===== config.mk =====
export PLATFORM = sky130hd
export DESIGN_NAME = rom_bank_ctrl
export DESIGN_NICKNAME = d
export VERILOG_FILES = /design/src/rtl/rom_bank_ctrl.sv
export SDC_FILE = /design/constraint.sdc
export NUM_CORES = 1
export LEC_CHECK = 0
export ABC_AREA = 1
export CAP_MARGIN = 20
export CORE_MARGIN = 4
export CORE_UTILIZATION = 30
export DETAILED_ROUTE_END_ITERATION = 10
export PLACE_DENSITY = 0.82
export SYNTH_ARGS = -nofsm -noshare
export SYNTH_HDL_FRONTEND = slang
export SYNTH_SLANG_ARGS = --single-unit
export TNS_END_PERCENT = 30

===== constraint.sdc =====
create_clock -name clk -period 1.33 [get_ports clk]
set_clock_uncertainty 0.05 [all_clocks]
set_input_delay 0.133 -clock clk [delete_from_list [all_inputs] [get_ports clk]]
set_output_delay 0.133 -clock clk [all_outputs]
set_load 0.005 [all_outputs]

===== src/rtl/rom_bank_ctrl.sv =====
`timescale 1ns/1ps
module rom_bank_ctrl #(
  parameter int ROM_BANKS = 64
) (
  input  logic        clk,
  input  logic        rst_n,
  input  logic [7:0]  hdr_type,
  input  logic        wr_en,
  input  logic [2:0]  wr_page,
  input  logic [6:0]  wr_data,
  input  logic [15:0] rd_addr,
  output logic [20:0] rom_addr,
  output logic [6:0]  cur_bank
);
  localparam int BANK_W = 7;
  localparam int OFS_W  = 14;

  typedef enum logic [2:0] {
    MAP_PLAIN, MAP_NARROW, MAP_PASS_A, MAP_WIDE_REMAP, MAP_PASS_B, MAP_WIDE_DIRECT
  } map_t;

  function automatic map_t decode(input logic [7:0] code);
    case (code)
      8'h00, 8'h08, 8'h09:               decode = MAP_PLAIN;
      8'h01, 8'h02, 8'h03:               decode = MAP_NARROW;
      8'h05, 8'h06:                      decode = MAP_PASS_A;
      8'h0F, 8'h10, 8'h11, 8'h12, 8'h13: decode = MAP_WIDE_REMAP;
      8'h15, 8'h16, 8'h17:               decode = MAP_PASS_B;
      default:                           decode = MAP_WIDE_DIRECT;
    endcase
  endfunction

  map_t              mode;
  logic [BANK_W-1:0] req;
  logic              takes;
  logic              wr_hit;
  logic              accept;

  assign wr_hit = wr_en && (wr_page == 3'd1);

  always_comb begin
    req   = '0;
    takes = 1'b0;
    case (mode)
      MAP_NARROW: begin
        req   = {cur_bank[6:5], (wr_data[4:0] == 5'd0) ? 5'd1 : wr_data[4:0]};
        takes = 1'b1;
      end
      MAP_WIDE_REMAP: begin
        req   = (wr_data == 7'd0) ? 7'd1 : wr_data;
        takes = 1'b1;
      end
      MAP_WIDE_DIRECT: begin
        req   = wr_data;
        takes = 1'b1;
      end
      default: ;
    endcase
  end

  assign accept = wr_hit && takes && (int'(req) < ROM_BANKS);

  always_ff @(posedge clk) begin
    if (!rst_n) begin
      mode     <= decode(hdr_type);
      cur_bank <= BANK_W'(1);
    end else if (accept) begin
      cur_bank <= req;
    end
  end

  assign rom_addr = (rd_addr[15:14] == 2'b01) ? {cur_bank, rd_addr[OFS_W-1:0]} :
                    (rd_addr[15] == 1'b0)     ? {BANK_W'(0), rd_addr[OFS_W-1:0]} :
                                                '0;


  bank_range_chk: assert property (@(posedge clk) disable iff (!rst_n)
    int'(cur_bank) < ROM_BANKS);


  no_zero_chk: assert property (@(posedge clk) disable iff (!rst_n)
    (mode == MAP_NARROW || mode == MAP_WIDE_REMAP) |-> cur_bank != 7'd0);


  write_page_chk: assert property (@(posedge clk) disable iff (!rst_n)
    ($past(rst_n) && cur_bank != $past(cur_bank)) |-> $past(wr_en && wr_page == 3'd1));


  passive_chk: assert property (@(posedge clk) disable iff (!rst_n)
    (mode == MAP_PLAIN || mode == MAP_PASS_A || mode == MAP_PASS_B) |=> $stable(cur_bank));


  narrow_upper_chk: assert property (@(posedge clk) disable iff (!rst_n)
    ($past(rst_n) && mode == MAP_NARROW) |-> cur_bank[6:5] == $past(cur_bank[6:5]));


  mode_hold_chk: assert property (@(posedge clk) disable iff (!rst_n)
    $past(rst_n) |-> $stable(mode));
endmodule


==> impl_metrics.toml, run 1 <==
[outcome]
outcome = "complete, but fails checks"
violations = "setup timing"

[die]
fp.dieH_microns = 58.5
io_pins = 65
dieArea_sq_um = 3420
core_area_sq_um = 2450
die_w_microns = 58.5
num_rows = 18
start_util_pct = 31.2

[yosys]
seq_area_frac_synth_pct = 30.1
ys_ff_latch = 10
postSynthCellCount = 130
syn_area_per_cell_sq_um = 5.89
ys_warn_count = 0
synthTopCellsByArea = "dfxtp_1 (18%), nor2_1 (18%), inv_1 (17%)"
syn_area_sq_um = 766
synth_top_cell_by_area = "dfxtp_1"
synth.top_cell.area_share_pct = 18.3
syn-num-nets = 169
synthDistinctLibCells = 21

[routing]
viasPerCell = 4.48
wl_microns = 2840
drc = 0
num_vias = 1057
drt_first_iter_violations = 14
drt-wirelength-per-cell_microns = 12.0
ant_nets = 0
dr.pass1.iters = 4

[global_routing]
top_usage_layer = "met2"
grt_use_met1_pct = 15.3
use_met2_pct = 28.4
grtUsageMet3_pct = 3.51
grt_max_degree = 15
grt_pass1_wl_microns = 4040
antenna_found_initial = 0
grt_overflow = 0
track_usage_pct = 15.6
grt_pass1_vias = 978

[final_layout]
antenna_cells = 0
layout_common_cells = "clkdlybuf4s50_1 (37), nor2_1 (34), inv_1 (31)"
areaGrowthSynthToFinish_pct = 112
mostFrequentLayoutCell = "clkdlybuf4s50_1"
drive_gt1_share_pct = 18.9
multi_input_area_sq_um = 467
seq_area_sq_um = 235
nNetsFinal = 246
design_area_sq_um = 1630
nFillCells = 223
final_util_pct = 66.3

[power]
leakagePower_nw = 0.952
swShare_pct = 27.5
power_frac_seq_pct = 39.2
switchingPower_mw = 0.235
p_per_area_nw_per_um2 = 526
p_int_mw = 0.620
clkPwrFrac_pct = 25.5
p_comb_share_pct = 35.4
vdd_drop_max_mv = 0.469

[setup_path]
critPathSlowestCell = "edfxtp_1"
path_cells = "inv_2, nand3_4, nor2_4, nor2_4, nand2_4, clkinv_4, nor2_1, nor2_1"
worst-path-buf-inv = 2
cpPeakStageDelay_ns = 0.45
endpoint_kind = "flip-flop"
crit_path_start_kind = "flip-flop"
required_ns = 1.43
cp_max_fo = 6
path_class = "reg -> reg"
crit_family = "simple AND/OR/NAND/NOR gates"
critPathArrivalTime_ns = 1.49

[timing]
finalHoldViolations = 0
fin_ws_ns = -0.0592
post-route-period-util_pct = 104
tns_ns = -0.169
rsz0062_at_grt = "true"
fmax_ghz = 0.720
drv_slew = 0
relSlewSlack_pct = 77.7
setup_viol = 5
min_period_ns = 1.39
holdWs_ns = 0.420
tightestPinTransition_ns = 0.331

[clock_tree]
cts_sinks = 10
numCtsBuffers = 3
tritoncts = "done"
clkLatencyLatePin_ns = 0.26
hold_buffers = 0
clockRootBuffer = "clkbuf_4"
clock_path_buffers = 2
path_clk_slew_ns = 0.07
cts_max_level = 1

[placed_design]
port-buffer-count = 64
dp_worst_setup_slack_ns = -0.484
gp_congestion = 0.765
post_dp_cell_area_sq_um = 1480
dpl.hpwl_microns = 2230

[run]
maxCapViolCount = 0

[worst_hold_path]
min_path_type = "in -> reg"
-- worst register-to-register path, delay by kind of cell (launching register included) --
family | cells | cell delay, ns
simple gates | 6 | 0.56
flops | 1 | 0.45
buf+inv | 2 | 0.22
-- worst paths after layout --
check	from	depth (start not counted)	to	slack (ns)
setup / recovery	mode[2]	8	cur_bank[2]	-0.06
hold reg to reg	cur_bank[3]	2	cur_bank[3]	0.44
setup reg to reg	mode[2]	8	cur_bank[2]	-0.06
hold / removal	hdr_type[0]	5	mode[0]	0.42
-- layout make-up --
type	instances	share of cell area [%]
Multi-Input combinational cell	83	28.7
Tap cell	30	2.31
Inverter	36	8.62
Timing Repair Buffer	73	44.3
Sequential cell	10	14.5
Clock buffer	4	1.62
-- metal layers --
layer  vias to the layer above  wire [microns]
met5                         -               0
met4                         0             118
met3                        10             172
met2                        35            1600
met1                       475             952
li1                        537               -
-- sequential cells by signal, summed over array words and instances, names as in the netlist --
name,cells
mode,3
cur_bank,7
-- power by group through the flow --
stage	clock network, mW	logic, mW	registers, mW
after detailed placement	0	0.283	0.340
final	0.218	0.303	0.335
after floorplan	0	0.0855	0.339
after global placement	0	0.272	0.339
after global routing	0.239	0.331	0.336
after CTS	0.217	0.277	0.334
-- logic make-up after synthesis --
kind of cell / share of synthesized area, %
simple gates: 39.9
buf+inv: 18.8
compound gates: 8.01
flops: 30.1
fa+ha+maj: 3.27
-- synth_stat cells (all sizes together) --
cell type	count
nor2	39
clkinv	1
or2	1
a21boi	1
ha	2
nand2	18
nand4	2
nand3	8
clkbuf	1
nor3	2
dfxtp	7
edfxtp	3
inv	35
o21ai	9
a21oi	1
-- stage by stage --
step                total power, mW  cells
finish                        0.855    236
global route                  0.906    236
CTS                           0.828    232
detailed placement            0.624    228
global placement              0.611    228
floorplan                     0.425    130
-- repair_timing --
action,4_1_cts,5_1_grt
pin swaps,1,6
gates resized for setup,27,30
setup buffers,0,4
endpoints found under the setup margin,32,34
No activity file was read; power rests on OpenSTA's default activity.
==> run 2, diff against run 1 <==
RECOVER_POWER = 100   (was unset)
==> impl_metrics.toml, run 2 (synthesis gave the netlist of run 1 again) <==
[timing]
rsz0062_at_grt = "true"
finalHoldViolations = 0
post-route-period-util_pct = 104
fin_ws_ns = -0.0587
relSlewSlack_pct = 77.5
drv_slew = 0
setup_viol = 5
fmax_ghz = 0.720
tightestPinTransition_ns = 0.334
min_period_ns = 1.39

[routing]
drt_first_iter_violations = 13
drc = 0
wl_microns = 2850
met2_length_microns = 1600
num_vias = 1054
highest_layer = "met4"
viasPerCell = 4.47
wl_met3_microns = 162
dr.pass1.iters = 4
met1_length_microns = 973
ant_nets = 0
drt-wirelength-per-cell_microns = 12.1

[final_layout]
layout_common_cells = "clkdlybuf4s50_1 (36), nor2_1 (34), inv_1 (31)"
largest_reg_flops = 7
design_area_sq_um = 1620
finalNonFillerCells = 236
nFillCells = 224
reg_top3 = "cur_bank (7), mode (3)"
areaGrowthSynthToFinish_pct = 112
drive_gt1_share_pct = 18.9
nNetsFinal = 246
mostFrequentLayoutCell = "clkdlybuf4s50_1"
max_flop_register = "cur_bank"
antenna_cells = 0

[global_routing]
grt_pass1_vias = 978
track_usage_pct = 15.6
grt_max_degree = 15
grt_pass1_wl_microns = 4040
antenna_found_initial = 0
grt_overflow = 0

[die]
start_util_pct = 31.2
core_area_sq_um = 2450
dieArea_sq_um = 3420
die_w_microns = 58.5
fp.dieH_microns = 58.5
io_pins = 65
num_rows = 18

[outcome]
outcome = "complete, but fails checks"
violations = "setup timing"

[placed_design]
gp_congestion = 0.765
post_dp_cell_area_sq_um = 1480
dpl.hpwl_microns = 2230
place_inst = 228
port-buffer-count = 64

[clock_tree]
clockRootBuffer = "clkbuf_4"
clock_path_buffers = 2
cts_max_level = 1
tritoncts = "done"
clkLatencyLatePin_ns = 0.26
cts_sinks = 10
numCtsBuffers = 3
path_clk_slew_ns = 0.07

[setup_path]
critPathArrivalTime_ns = 1.49
endpoint_kind = "flip-flop"
required_ns = 1.43
crit_path_start_kind = "flip-flop"
cp_max_fo = 6
path_class = "reg -> reg"

[worst_hold_path]
min_path_type = "in -> reg"

[power]
leakagePower_nw = 0.933
vdd_drop_max_mv = 0.468
p_per_area_nw_per_um2 = 526

[run]
maxCapViolCount = 0
==> run 2: changes by cell type in the layout (fill, tap and decap cells not counted) <==
| cell | previous run | this run |
|---|---|---|
| clkdlybuf4s25_1 | 0 | 1 |
| clkdlybuf4s50_1 | 37 | 36 |
| dlymetal6s2s_1 | 10 | 9 |
| dlygate4sd3_1 | 0 | 1 |
==> run 2: worst max-delay path, stage by stage (launching register included) <==
cell and delay, ns:
edfxtp_1 0.45, inv_2 0.13, nand3_4 0.09, nor2_4 0.14
nor2_4 0.06, nand2_4 0.10, clkinv_4 0.09, nor2_1 0.11
nor2_1 0.06
==> run 2: timing repair <==
| item | 4_1_cts | 5_1_grt |
|---|---|---|
| hold buffers | 0 | 0 |
| setup buffers | 0 | 4 |
| resized for setup | 27 | 30 |
| hold endpoints to repair | 0 | 0 |
| pin swaps | 1 | 6 |
| setup endpoints to repair | 32 | 34 |
==> run 2: final timing paths <==
check	start	to	slack (ns)	depth (start not counted)
worst min-delay path	hdr_type[0]	mode[0]	0.42	5
worst max-delay path	mode[2]	cur_bank[2]	-0.06	8
worst min register to register	cur_bank[3]	cur_bank[3]	0.44	2
worst max register to register	mode[2]	cur_bank[2]	-0.06	8
==> run 2: through the flow <==
stage	total power [mW]	setup WS (ns)	hold WS (ns)	TNS (ns)	utilization, %
floorplan	0.425	0.108	0.167	0	-
global placement	0.611	-0.404	0.437	-5.77	60.2
detailed placement	0.624	-0.484	0.445	-6.55	60.2
CTS	0.828	-0.211	0.454	-1.31	61.4
global route	0.905	-0.141	0.444	-0.736	66.2
finish	0.855	-0.0587	0.420	-0.165	66.2
==> run 2: layer usage <==
layer	vias up	global-route usage, %
met5	-	0
met4	0	11.3
met3	10	3.51
met2	36	28.4
met1	471	15.3
li1	537	-
==> run 2: layout make-up <==
type	instances	area [sq um]	area share [%]
Tap cell	30	37.5	2.31
Sequential cell	10	235	14.5
Clock buffer	4	26.3	1.62
Timing Repair Buffer	73	718	44.2
Multi-Input combinational cell	83	467	28.7
Inverter	36	140	8.63
==> run 2: power breakdown <==
part | internal [mW] | total, mW | switching (mW) | leakage [nW]
Clock | 0.116 | 0.218 | 0.102 | 0.0150
Combinational | 0.180 | 0.302 | 0.123 | 0.831
Sequential | 0.324 | 0.335 | 0.0107 | 0.0872
